## config.mk

```make
export PLATFORM = sky130hd
export DESIGN_NAME = cfg_stream_mem
export DESIGN_NICKNAME = d
export VERILOG_FILES = /design/src/rtl/cfg_stream_mem.sv
export SDC_FILE = /design/constraint.sdc
export NUM_CORES = 1
export LEC_CHECK = 0
export ABC_AREA = 1
export BUFFER_PORTS_ARGS = -buffer_cell sky130_fd_sc_hd__buf_2
export CAP_MARGIN = 20
export CORE_MARGIN = 4
export CORE_UTILIZATION = 45
export CTS_CLUSTER_DIAMETER = 120
export DETAILED_ROUTE_END_ITERATION = 10
export SETUP_SLACK_MARGIN = 0.15
export SLEW_MARGIN = 20
export SYNTH_ARGS = -nofsm -noshare
export SYNTH_HDL_FRONTEND = slang
export SYNTH_SLANG_ARGS = --single-unit
export TNS_END_PERCENT = 100
```

## constraint.sdc

```tcl
create_clock -name clk -period 2.7 [get_ports clk]
set_input_delay 0.405 -clock clk [delete_from_list [all_inputs] [get_ports clk]]
set_output_delay 0.405 -clock clk [all_outputs]
set_load 0.05 [all_outputs]
```

## src/rtl/cfg_stream_mem.sv

```systemverilog
module cfg_stream_mem #(
  parameter int DEPTH = 256,
  localparam int AW = (DEPTH > 1) ? $clog2(DEPTH) : 1,
  localparam int PW = $clog2(DEPTH + 1)
) (
  input  logic          clk,
  input  logic          por_n,
  input  logic          ce_n,
  input  logic          rst_oe,
  input  logic          ser_mode,
  input  logic          ld_we,
  input  logic [AW-1:0] ld_addr,
  input  logic          ld_bit,
  input  logic          ld_pol_we,
  input  logic          ld_pol,
  output logic          dout,
  output logic          dout_en,
  output logic          cas_n
);

  logic [DEPTH-1:0] bits_q;
  logic [PW-1:0]    ptr_q;
  logic             pol_q;

  logic rst_hit, end_hit, sel;

  assign rst_hit = pol_q ? ~rst_oe : rst_oe;
  assign end_hit = (ptr_q == PW'(DEPTH));
  assign sel     = por_n & ser_mode & ~ce_n & ~rst_hit;

  assign dout_en = sel & ~end_hit;
  assign dout    = dout_en & bits_q[ptr_q[AW-1:0]];
  assign cas_n   = ~(sel & end_hit);

  always_ff @(posedge clk) begin
    if (!por_n) begin
      ptr_q <= '0;
      pol_q <= 1'b0;
    end else if (ser_mode) begin
      if (rst_hit)
        ptr_q <= '0;
      else if (!ce_n && !end_hit)
        ptr_q <= ptr_q + PW'(1);
    end else if (ld_pol_we) begin
      pol_q <= ld_pol;
    end
  end

  always_ff @(posedge clk) begin
    if (por_n && !ser_mode && ld_we)
      bits_q[ld_addr] <= ld_bit;
  end

endmodule

```

# Yosys cells after proc, flatten, opt, wreduce, memory -nomap -nowiden
# Cells that the tools add are included.
classes:
  addsub: 1
  order_cmp: 3
  eq_ne: 1
  mux: 8
  bitwise: 12
  reduce_logical: 10
op_table:
  columns: ["operator", "n"]
  rows:
  - ["$bwmux W256", 1]
  - ["$lt A8 B9 Y1 const B", 2]
  - ["$mux W9", 2]
  - ["$add A9 B1 Y9 const B", 1]
  - ["$eq A9 B9 Y1 const B", 1]
  - ["$bmux W1 S8", 1]
  - ["$demux W1 S8", 1]
  - ["$ge A8 B1 Y1 const B", 1]
  - ["$and A1 B1 Y1", 6]
  - ["$not A1 Y1", 6]
  - ["$logic_and A1 B1 Y1", 4]
  - ["$reduce_and A2 Y1", 2]
  - ["$logic_not A1 Y1", 3]
  - ["$mux W1", 3]
  - ["$reduce_bool A2 Y1", 1]
word_totals:
  register_bits: 266
  output_inout_bits: 3

# Longest topological paths before layout
# Gate-level depths: netlist of the first run.
logic_depth:
  depth_word: 6
  ltp_mapped: 16

# Worst setup path after synthesis of the first run
# No wires, ideal clock.
synth_timing:
  kind: "register -> output"
  from: "register ptr_q[1]"
  to: "output port dout"
  t_arrival_ps: 2016
  t_required_ps: 2295
  setup_slack_ps: 279
  stages_incl_launch_ff: 14
  path_buffers: 3
  path_cell_list: "dfxtp_1 > buf_2 > buf_2 > buf_4 > o21ai_0 > o21ai_0 > a21oi_1 > nand3_1 > nand3_1 > nand2_1 > nand2_1 > nand2_1 > nor2_1 > nor2_1"
synth_between:
  elab_chain_len: 4
synth_rtl:
  columns: ["item", "line", "text"]
  rows:
  - ["start: declaration", "22", "logic [PW-1:0] ptr_q;"]
  - ["start signal: assignment", "43", "ptr_q <= ptr_q + PW'(1);"]
  - ["branches (longest 3 deep; another with $bmux W1 S8)", null, null]
  - ["$and A1 B1 Y1 (*)", "32", "assign dout = dout_en & bits_q[ptr_q[AW-1:0]];"]
  - ["end: declaration", "16", "output logic dout,"]
# Mark *: on every way between the ends. The select of a mux whose other input is x is not followed.

# Final worst setup path of the first run
layout_timing:
  from: "register ptr_q[0]"
  to: "output port dout"
# Same word-level chain as after synthesis.

==> flow_summary.yaml, run 1 <==
clocking:
  clk_pin_slew_worst_paths_ns: 0.06
  clk_path_buf_depth: 3
  worstSkewPairLatency_ns: 0.55
  ctsHoldBuffers: 0
  numCtsBuffers: 29
  clock_sinks: 266
  cts_tree: "built"
  root_buffer: "clkbuf_16"
  cts_max_level: 1
routing:
  ant_nets: 0
  viasPerCell: 5.15
  drt_iter0_markers: 1034
  first_pass_iters: 5
  wirelength_mm: 34.7
  drc_errors: 0
  wl_per_cell_um: 18.2
  vias: 9826
die:
  ios: 20
  initial_core_util_pct: 45.7
  die_area_mm2: 0.0312
  rows: 61
  die_w_um: 177
  die_height_um: 177
  core-area_mm2: 0.0279
timing:
  relSlewSlack_pct: 43.8
  rsz0062_at_grt: "true"
  setup_viol: 1
  fmax_ghz: 0.335
  setup_ws_ns: -0.283
  finalHoldViolations: 0
  drv_slew: 0
  post-route-period-util_pct: 110
  fin_hold_ws_ns: 0.122
  worst_pin_slew_ns: 0.843
  layout_min_cycle_time_ns: 2.98
  fin_worst_skew_ns: 0.0240
critical_path:
  reg2reg_from: "ptr_q[0]"
  critPathTopFamily: "simple AND/OR/NAND/NOR gates"
  rrSetupSlack_ns: 0.40
  cp_slowest_cell: "dfxtp_4"
  cpMostUsedCell: "nand2_1"
  slowest_delay_ns: 0.41
  worstRegToRegCells: 15
  arrival_ns: 2.58
  worstSetupStartpointType: "flip-flop"
  worst-path-buf-inv: 4
  path_cells: "buf_12, buf_12, nand2_1, nand3_1, nand2_1, nand2_1, nand2_1, nor2_2, nor2_1, nor2_1, nand2_1, nand2_1, nand2_1, nor2_2, buf_4, nor2_2, buf_6"
  cp-startpoint: "ptr_q[0]"
  endpoint: "dout"
  worstPathRequired_ns: 2.30
  rr_endpoint: "ptr_q[8]"
  setup.worst_path.class: "flip-flop to output pin"
  cp_num_cells: 17
  cp-end-kind: "output pin"
  path_max_fanout: 21
yosys:
  synthCells: 1470
  synth-edff-count: 256
  seq_area_frac_synth_pct: 61.7
  avgSynthCellArea_um2: 8.69
  syn_nets: 1489
  syn_area_mm2: 0.0128
  synth_seq_cells: 266
  async_flop_share_pct: 0
  ys.flop_type: "edfxtp_1"
  yosysWarnings: 0
  yosys.cell_types.count: 27
placed_design:
  place_hpwl_mm: 20.6
  portBuffers: 19
  routabilityCongestion: 0.838
  pre_cts_slack_ns: 0.0984
global_route:
  grt_pass1_vias: 9535
  track_usage_pct: 22.5
  grt_max_degree: 75
  grt_overflow_total: 0
  antenna_found_initial: 0
  grt_pass1_wl_mm: 54.1
finish:
  num-nets-final: 1527
  area_growth_pct: 14.2
  drive_gt1_share_pct: 9.41
  n_antenna_cell: 0
status:
  violations: "negative setup slack"
  outcome: "complete, but fails checks"
power:
  peakVddDrop_mv: 0.569
  p_leak_nw: 5.65
  p_per_area_mw_per_mm2: 585
job:
  max_cap_violations: 0
hold_path:
  hp-class: "input pin to flip-flop"
  hold_depth: 3
worst min path at each step:
| stage | start | end | slack (ns) |
|---|---|---|---|
| 6_report | ld_pol | pol_q | 0.12 |
| 3_3_place_gp | pol_q | pol_q | 0.47 |
| 2_1_floorplan | pol_q | pol_q | 0.45 |
| 4_1_cts | ld_pol | pol_q | 0.1 |
| 3_5_place_dp | pol_q | pol_q | 0.48 |
| 5_1_grt | ld_pol | pol_q | 0.12 |
per-stage QoR:
stage	cells	total power, mW	area [um^2]	utilization, %	TNS [ns]
4_1_cts	1907	8.61	14600	52.2	-0.279
5_1_grt	1908	8.85	14600	52.3	-0.524
2_1_floorplan	1470	4.87	12800	-	0
6_report	1908	8.54	14600	52.3	-0.283
3_3_place_gp	1849	5.08	13600	48.7	0
3_5_place_dp	1849	5.08	13600	48.7	0
worst register-to-register path, cell delays in order (launching register included):
cell,delay [ns]
dfxtp_4,0.41
inv_6,0.09
buf_12,0.17
buf_4,0.17
ha_1,0.19
inv_1,0.05
nor2_1,0.03
nand4_1,0.15
buf_4,0.14
nand2_2,0.05
nand2_2,0.11
nand2_2,0.08
nor2_2,0.16
nand3_1,0.13
nor3_1,0.20
nor3_2,0.07
flip-flops by register name, summed over array words and instances (netlist names):
signal and count:
bits_q 256, ptr_q 9, pol_q 1
cell usage in the layout, fill, tap and decap left out, types with 2 or more instances in the layout:
master     synthesis  final
nand2_1          440    436
nor2_1           376    368
edfxtp_1         256    256
inv_1            143    143
nand3_1           66     65
buf_4              3     42
o21ai_0           42     39
clkbuf_16          0     29
a21oi_1           26     26
buf_2             28     16
buf_12             0     15
clkinv_1           2     14
o21ai_1            6      9
nor2_2             2      8
nand2_2            3      7
clkbuf_1          35      7
dfxtp_1           10      7
nor3_1             6      6
nor2_4             3      5
clkinv_2           0      3
buf_6              7      3
inv_6              0      2
nand4_1            2      2
inv_2              4      2
o22ai_1            2      2
nor3_2             2      2
ha_1               2      2
buf_16             0      2
dfxtp_2            0      2
power by group:
group	leakage, nW	internal, mW	switching (mW)	total [mW]
clock	0.405	1.96	1.56	3.51
combinational	2.86	0.153	0.346	0.499
sequential	2.38	4.52	0.00427	4.53
total	5.65	6.63	1.91	8.54
metal layers:
metal	track usage [%]	wire (um)
met1	32.4	15400
met3	3.40	2540
met4	5.19	630
met2	36.4	16200
met5	0	0
timing repair:
item | in CTS | in global routing
gates resized for setup | 27 | 2
setup buffers | 3 | 1
setup endpoints to repair | 3 | 3
pin swaps | 7 | 1
gates cloned | 2 | 0
final cells by class:
type	count	area, um^2
multi-input combinational	982	4000
sequential	266	7890
tap	378	473
inverter	149	567
clock inverter	17	77.6
clock buffer	36	752
fill	2649	13300
timing repair buffer	80	832
kinds of logic after synthesis:
family	count (synthesis)	share of synthesized area [%]
XOR/XNOR	1	0.0686
buffers and inverters	222	7.29
flip-flops	266	61.7
AO/OA/AOI/OAI	77	3.05
adder cells (fa/ha/maj)	2	0.196
AND/OR/NAND/NOR	902	27.7
synthesized netlist by cell type (all sizes together) (2+ instances only):
cell type | count | share of area, %
nand2 | 443 | 13
nor2 | 381 | 11
edfxtp | 256 | 60
inv | 147 | 4.3
nand3 | 66 | 2.6
o21ai | 48 | 1.9
buf | 38 | 1.9
clkbuf | 35 | 1.0
a21oi | 26 | 1.0
dfxtp | 10 | 1.6
nor3 | 8 | 0.39
clkinv | 2 | 0.059
ha | 2 | 0.20
nand4 | 2 | 0.098
o22ai | 2 | 0.098
No activity file was read; power rests on OpenSTA's default activity.
==> run 2, diff against run 1 <==
==> constraint.sdc (replaced) <==
create_clock -name clk -period 2.65 [get_ports clk]
set_input_delay 0.3975 -clock clk [delete_from_list [all_inputs] [get_ports clk]]
set_output_delay 0.3975 -clock clk [all_outputs]
set_load 0.05 [all_outputs]
==> flow_summary.yaml, run 2 (synthesized netlist as in run 1, its figures left out) <==
status:
  outcome: "complete, but fails checks"
  violations: "negative setup slack"
critical_path:
  cpMostUsedCell: "nand2_1"
  cp-end-kind: "output pin"
  path_max_fanout: 10
  arrival_ns: 2.61
  worstSetupStartpointType: "flip-flop"
  path_cells: "inv_8, bufbuf_16, nand2_1, nand3_1, nand2_1, nand2_1, nand2_1, nor2_2, nand2_1, nand3_1, nand2_1, nand2_1, nand2_1, nor2_1, buf_4, nor2_2, buf_6"
  setup.worst_path.class: "flip-flop to output pin"
  worstPathRequired_ns: 2.25
  slowest_delay_ns: 0.39
  cp_slowest_cell: "dfxtp_4"
global_route:
  grt_overflow_total: 0
  antenna_found_initial: 0
  grt_pass1_vias: 9385
  track_usage_pct: 22.5
  grt_pass1_wl_mm: 53.7
  grt_max_degree: 69
die:
  core-area_mm2: 0.0279
  initial_core_util_pct: 45.7
  die_height_um: 177
  rows: 61
  ios: 20
  die_area_mm2: 0.0312
  die_w_um: 177
finish:
  top_register: "bits_q"
  largest_register_ffs: 256
  multi_input_area_mm2: 0.00400
  final_common_cell: "nand2_1"
  num-nets-final: 1554
  nFillCells: 2696
  most-common-layout-cells: "438 x nand2_1, 367 x nor2_1, 256 x edfxtp_1"
  seq_area_mm2: 0.00789
  area_growth_pct: 16.1
  stdcell_count: 1933
  drive_gt1_share_pct: 10.9
  reg_top3: "bits_q: 256 flops, ptr_q: 9 flops, pol_q: 1 flops"
  n_antenna_cell: 0
clocking:
  cts_tree: "built"
  root_buffer: "clkbuf_16"
  cts_max_level: 1
  worstSkewPairLatency_ns: 0.55
  numCtsBuffers: 29
  clock_sinks: 266
  ctsHoldBuffers: 0
  clk_path_buf_depth: 3
  clk_pin_slew_worst_paths_ns: 0.06
job:
  max_cap_violations: 0
power:
  pwr-share-seq_pct: 52.9
  pwr-share-comb_pct: 6.4
  power_mw: 8.72
  internal-power_mw: 6.79
  peakVddDrop_mv: 0.519
  p_leak_nw: 5.79
  switching_share_pct: 22.1
  p_clk_share_pct: 40.7
  p_switching_mw: 1.93
  p_per_area_mw_per_mm2: 588
timing:
  relSlewSlack_pct: 44.1
  setup_ws_ns: -0.356
  setup_viol: 1
  fmax_ghz: 0.333
  finalHoldViolations: 0
  fin_hold_ws_ns: 0.129
  post-route-period-util_pct: 113
  finalSetupTns_ns: -0.356
  rsz0062_at_grt: "true"
  fin_worst_skew_ns: 0.00674
  layout_min_cycle_time_ns: 3.01
  drv_slew: 0
  worst_pin_slew_ns: 0.837
routing:
  drc_errors: 0
  drt_iter0_markers: 1111
  wirelength_mm: 35.0
  wl_per_cell_um: 18.1
  vias: 9993
  viasPerCell: 5.17
  first_pass_iters: 6
  ant_nets: 0
placed_design:
  portBuffers: 19
  pre_cts_slack_ns: 0.0786
  place_hpwl_mm: 21.1
  dpl.cell_count: 1865
  routabilityCongestion: 0.836
hold_path:
  hp-class: "input pin to flip-flop"
## run 2: cell types whose count changed in the layout (fill, tap and decap cells not counted), sizes merged
cell / delta
buf: +25
clkbuf: +6
clkinv: -4
inv: -2
## run 2: cell type report
class,count,area share [%]
clock inverters,11,0.295
flip-flops and latches,266,53.2
inverters,149,3.83
repair buffers,107,7.37
clock buffers,40,5.17
well taps,378,3.19
multi-input cells,982,27.0
## run 2: final timing paths
| check | cells after the start | startpoint | end | slack [ns] |
|---|---|---|---|---|
| worst max register to register | 16 | ptr_q[0] | ptr_q[8] | 0.33 |
| worst max-delay path | 17 | ptr_q[0] | dout | -0.36 |
| worst min-delay path | 3 | ld_pol | pol_q | 0.13 |
| worst min register to register | 2 | pol_q | pol_q | 0.48 |
## run 2: metal layers
metal  vias up  wire (um)  global-route usage (%)
met2       369      16200                    35.6
met4         0        744                    5.58
met3        54       2830                    2.76
li1       4785          -                       -
met5         -          0                       0
met1      4785      15200                    33.2
## run 2: critical path: cells and delay by family (launching register included)
family                 cells  cell delay [ns]
buffers and inverters      4             0.72
flip-flops                 1             0.39
AND/OR/NAND/NOR           13             0.94
## run 2: timing repair
action / 4_1_cts / 5_1_grt
cloned: 5 / 1
hold endpoints to repair: 0 / 0
pin swaps: 16 / 3
setup endpoints to repair: 3 / 4
setup buffers: 11 / 0
resized for setup: 34 / 9
## run 2: power by group through the flow
stage | registers, mW | logic, mW | clock network, mW
2_1_floorplan | 4.70 | 0.258 | 0
3_3_place_gp | 4.70 | 0.479 | 0
3_5_place_dp | 4.70 | 0.480 | 0
4_1_cts | 4.61 | 0.542 | 3.60
5_1_grt | 4.61 | 0.607 | 3.79
6_report | 4.61 | 0.554 | 3.55
## run 2: per-stage QoR
stage	util (%)	cell area, um^2
2_1_floorplan	-	12800
3_3_place_gp	49.0	13700
3_5_place_dp	49.0	13700
4_1_cts	52.9	14800
5_1_grt	53.1	14800
6_report	53.1	14800
==> run 3, diff against run 2 <==
--- a/config.mk
+++ b/config.mk
@@ -8,10 +8,13 @@
 export ABC_AREA = 1
 export BUFFER_PORTS_ARGS = -buffer_cell sky130_fd_sc_hd__buf_2
 export CAP_MARGIN = 20
+export CELL_PAD_IN_SITES_DETAIL_PLACEMENT = 1
+export CELL_PAD_IN_SITES_GLOBAL_PLACEMENT = 1
 export CORE_MARGIN = 4
-export CORE_UTILIZATION = 45
+export CORE_UTILIZATION = 44
 export CTS_CLUSTER_DIAMETER = 120
 export DETAILED_ROUTE_END_ITERATION = 10
+export PLACE_DENSITY_LB_ADDON = 0.1
 export SETUP_SLACK_MARGIN = 0.15
 export SLEW_MARGIN = 20
 export SYNTH_ARGS = -nofsm -noshare
==> flow_summary.yaml, run 3 (synthesized netlist as in run 1, its figures left out) <==
timing:
  setup_ws_ns: -0.472
  rsz0062_at_grt: "true"
  finalSetupTns_ns: -0.472
  fin_worst_skew_ns: 0.00673
  relSlewSlack_pct: 31.2
  post-route-period-util_pct: 118
  drv_slew: 0
  layout_min_cycle_time_ns: 3.12
  fmax_ghz: 0.320
  setup_viol: 1
  worst_pin_slew_ns: 1.03
  finalHoldViolations: 0
routing:
  first_pass_iters: 5
  vias: 10400
  wl_per_cell_um: 21.6
  wirelength_mm: 42.3
  drt_iter0_markers: 821
  ant_nets: 0
  viasPerCell: 5.31
  drc_errors: 0
placed_design:
  pre_cts_slack_ns: 0.0218
  portBuffers: 19
  dpl.cell_count: 1875
  routabilityCongestion: 0.819
  place_hpwl_mm: 25.1
critical_path:
  worstPathRequired_ns: 2.25
  path_max_fanout: 8
  worst-path-buf-inv: 4
  rrSetupSlack_ns: 0.29
  reg2reg_from: "ptr_q[0]"
  worstRegToRegCells: 17
  cp_slowest_cell: "dfxtp_4"
  rr_endpoint: "ptr_q[8]"
  slowest_delay_ns: 0.38
  cp-end-kind: "output pin"
  critPathTopFamily: "simple AND/OR/NAND/NOR gates"
  path_cells: "buf_12, buf_12, buf_16, nor2_2, nor2_1, o21ai_1, nand2_1, nand2_1, nand2_2, nor2_4, nor2_1, nor2_1, nand2_1, nand2_2, nand2_4, nor2_4, nor2_2, buf_6"
  setup.worst_path.class: "flip-flop to output pin"
  arrival_ns: 2.72
  worstSetupStartpointType: "flip-flop"
finish:
  reg_top3: "bits_q: 256 flops, ptr_q: 9 flops, pol_q: 1 flops"
  seq_area_mm2: 0.00789
  area_growth_pct: 21.6
  fin_util_pct: 54.1
  num-nets-final: 1570
  largest_register_ffs: 256
  drive_gt1_share_pct: 14.2
  n_antenna_cell: 0
  top_register: "bits_q"
  multi_input_area_mm2: 0.00412
  stdcell_count: 1959
  most-common-layout-cells: "429 x nand2_1, 358 x nor2_1, 256 x edfxtp_1"
  final_common_cell: "nand2_1"
  nFillCells: 3291
die:
  ios: 20
  die_height_um: 178
  initial_core_util_pct: 44.5
  die_area_mm2: 0.0318
  rows: 62
  die_w_um: 178
  core-area_mm2: 0.0287
clocking:
  cts_tree: "built"
  cts_max_level: 1
  root_buffer: "clkbuf_16"
  numCtsBuffers: 30
  worstSkewPairLatency_ns: 0.56
  clock_sinks: 266
  clk_pin_slew_worst_paths_ns: 0.06
  clk_path_buf_depth: 3
global_route:
  grt_overflow_total: 0
  grt_pass1_wl_mm: 63.0
  grt_pass1_vias: 10600
  grt_max_degree: 88
  track_usage_pct: 26.2
  antenna_found_initial: 0
power:
  peakVddDrop_mv: 0.539
  p_leak_nw: 6.08
  p_per_area_mw_per_mm2: 612
job:
  max_cap_violations: 0
hold_path:
  worstHoldStart: "ld_pol"
  holdPathEnd: "pol_q"
  hold_depth: 3
  hp-class: "input pin to flip-flop"
status:
  violations: "negative setup slack"
  outcome: "complete, but fails checks"
## run 3: cell count changes in the layout (fill, tap and decap cells not counted), moves of 4 or more
cell	change
buf_12	+13
bufinv_16	+4
clkbuf_1	-8
clkbuf_16	+8
clkinv_2	+5
nand2_1	-9
nand2_2	+8
nor2_1	-9
nor2_4	+6
o21ai_0	-4
o21ai_1	+4
## run 3: per-layer routing
metal | vias up | global-route usage, % | wire (um)
met5 | - | 0 | 0
met4 | 0 | 5.50 | 790
met3 | 53 | 3.69 | 2710
met2 | 305 | 42.9 | 20100
met1 | 5231 | 37.5 | 18700
li1 | 4820 | - | -
## run 3: how the worst max path moves through the flow
stage,to,depth (start not counted),from
5_1_grt,dout,17,ptr_q[0]
3_5_place_dp,dout,17,ptr_q[0]
4_1_cts,dout,17,ptr_q[0]
6_report,dout,18,ptr_q[0]
2_1_floorplan,dout,13,ptr_q[1]
3_3_place_gp,dout,17,ptr_q[0]
## run 3: power by group
part	internal [mW]	total, mW	switching, mW
Combinational	0.246	0.667	0.421
Sequential	4.61	4.61	0.00399
Clock	2.51	4.23	1.72
Total	7.36	9.50	2.14
## run 3: through the flow
stage,hold WS [ns],power (mW),instance area (um^2)
2_1_floorplan,0.450,4.96,12800
3_3_place_gp,0.463,5.22,13800
3_5_place_dp,0.477,5.23,13800
4_1_cts,0.110,9.47,15100
5_1_grt,0.127,9.78,15500
6_report,0.117,9.50,15500
## run 3: timing repair
action                                  in CTS  in global routing
buffers inserted                             5                 12
gates cloned                                 4                  7
resized for setup                           31                 54
hold buffers                                 0                  0
endpoints found under the setup margin       3                  5
pin swaps                                   11                 31
## run 3: layout make-up
type | count | area share [%]
inverter | 149 | 3.70
clock buffer | 34 | 5.07
clock inverter | 22 | 1.34
timing repair buffer | 122 | 9.49
sequential | 266 | 50.8
tap | 384 | 3.09
multi-input combinational | 982 | 26.5
## run 3: worst register-to-register path, stage by stage (launching register included)
cell and delay, ns:
dfxtp_4 0.40, clkinv_8 0.07, buf_8 0.14, buf_6 0.13
clkbuf_16 0.16, ha_4 0.16, inv_2 0.03, nor2_1 0.03
nand4_1 0.14, buf_4 0.14, nand2_2 0.06, nand2_2 0.11
nand2_2 0.07, nor2_2 0.16, nand3_1 0.18, nor2_1 0.15
nor2_1 0.06, nor3_2 0.09
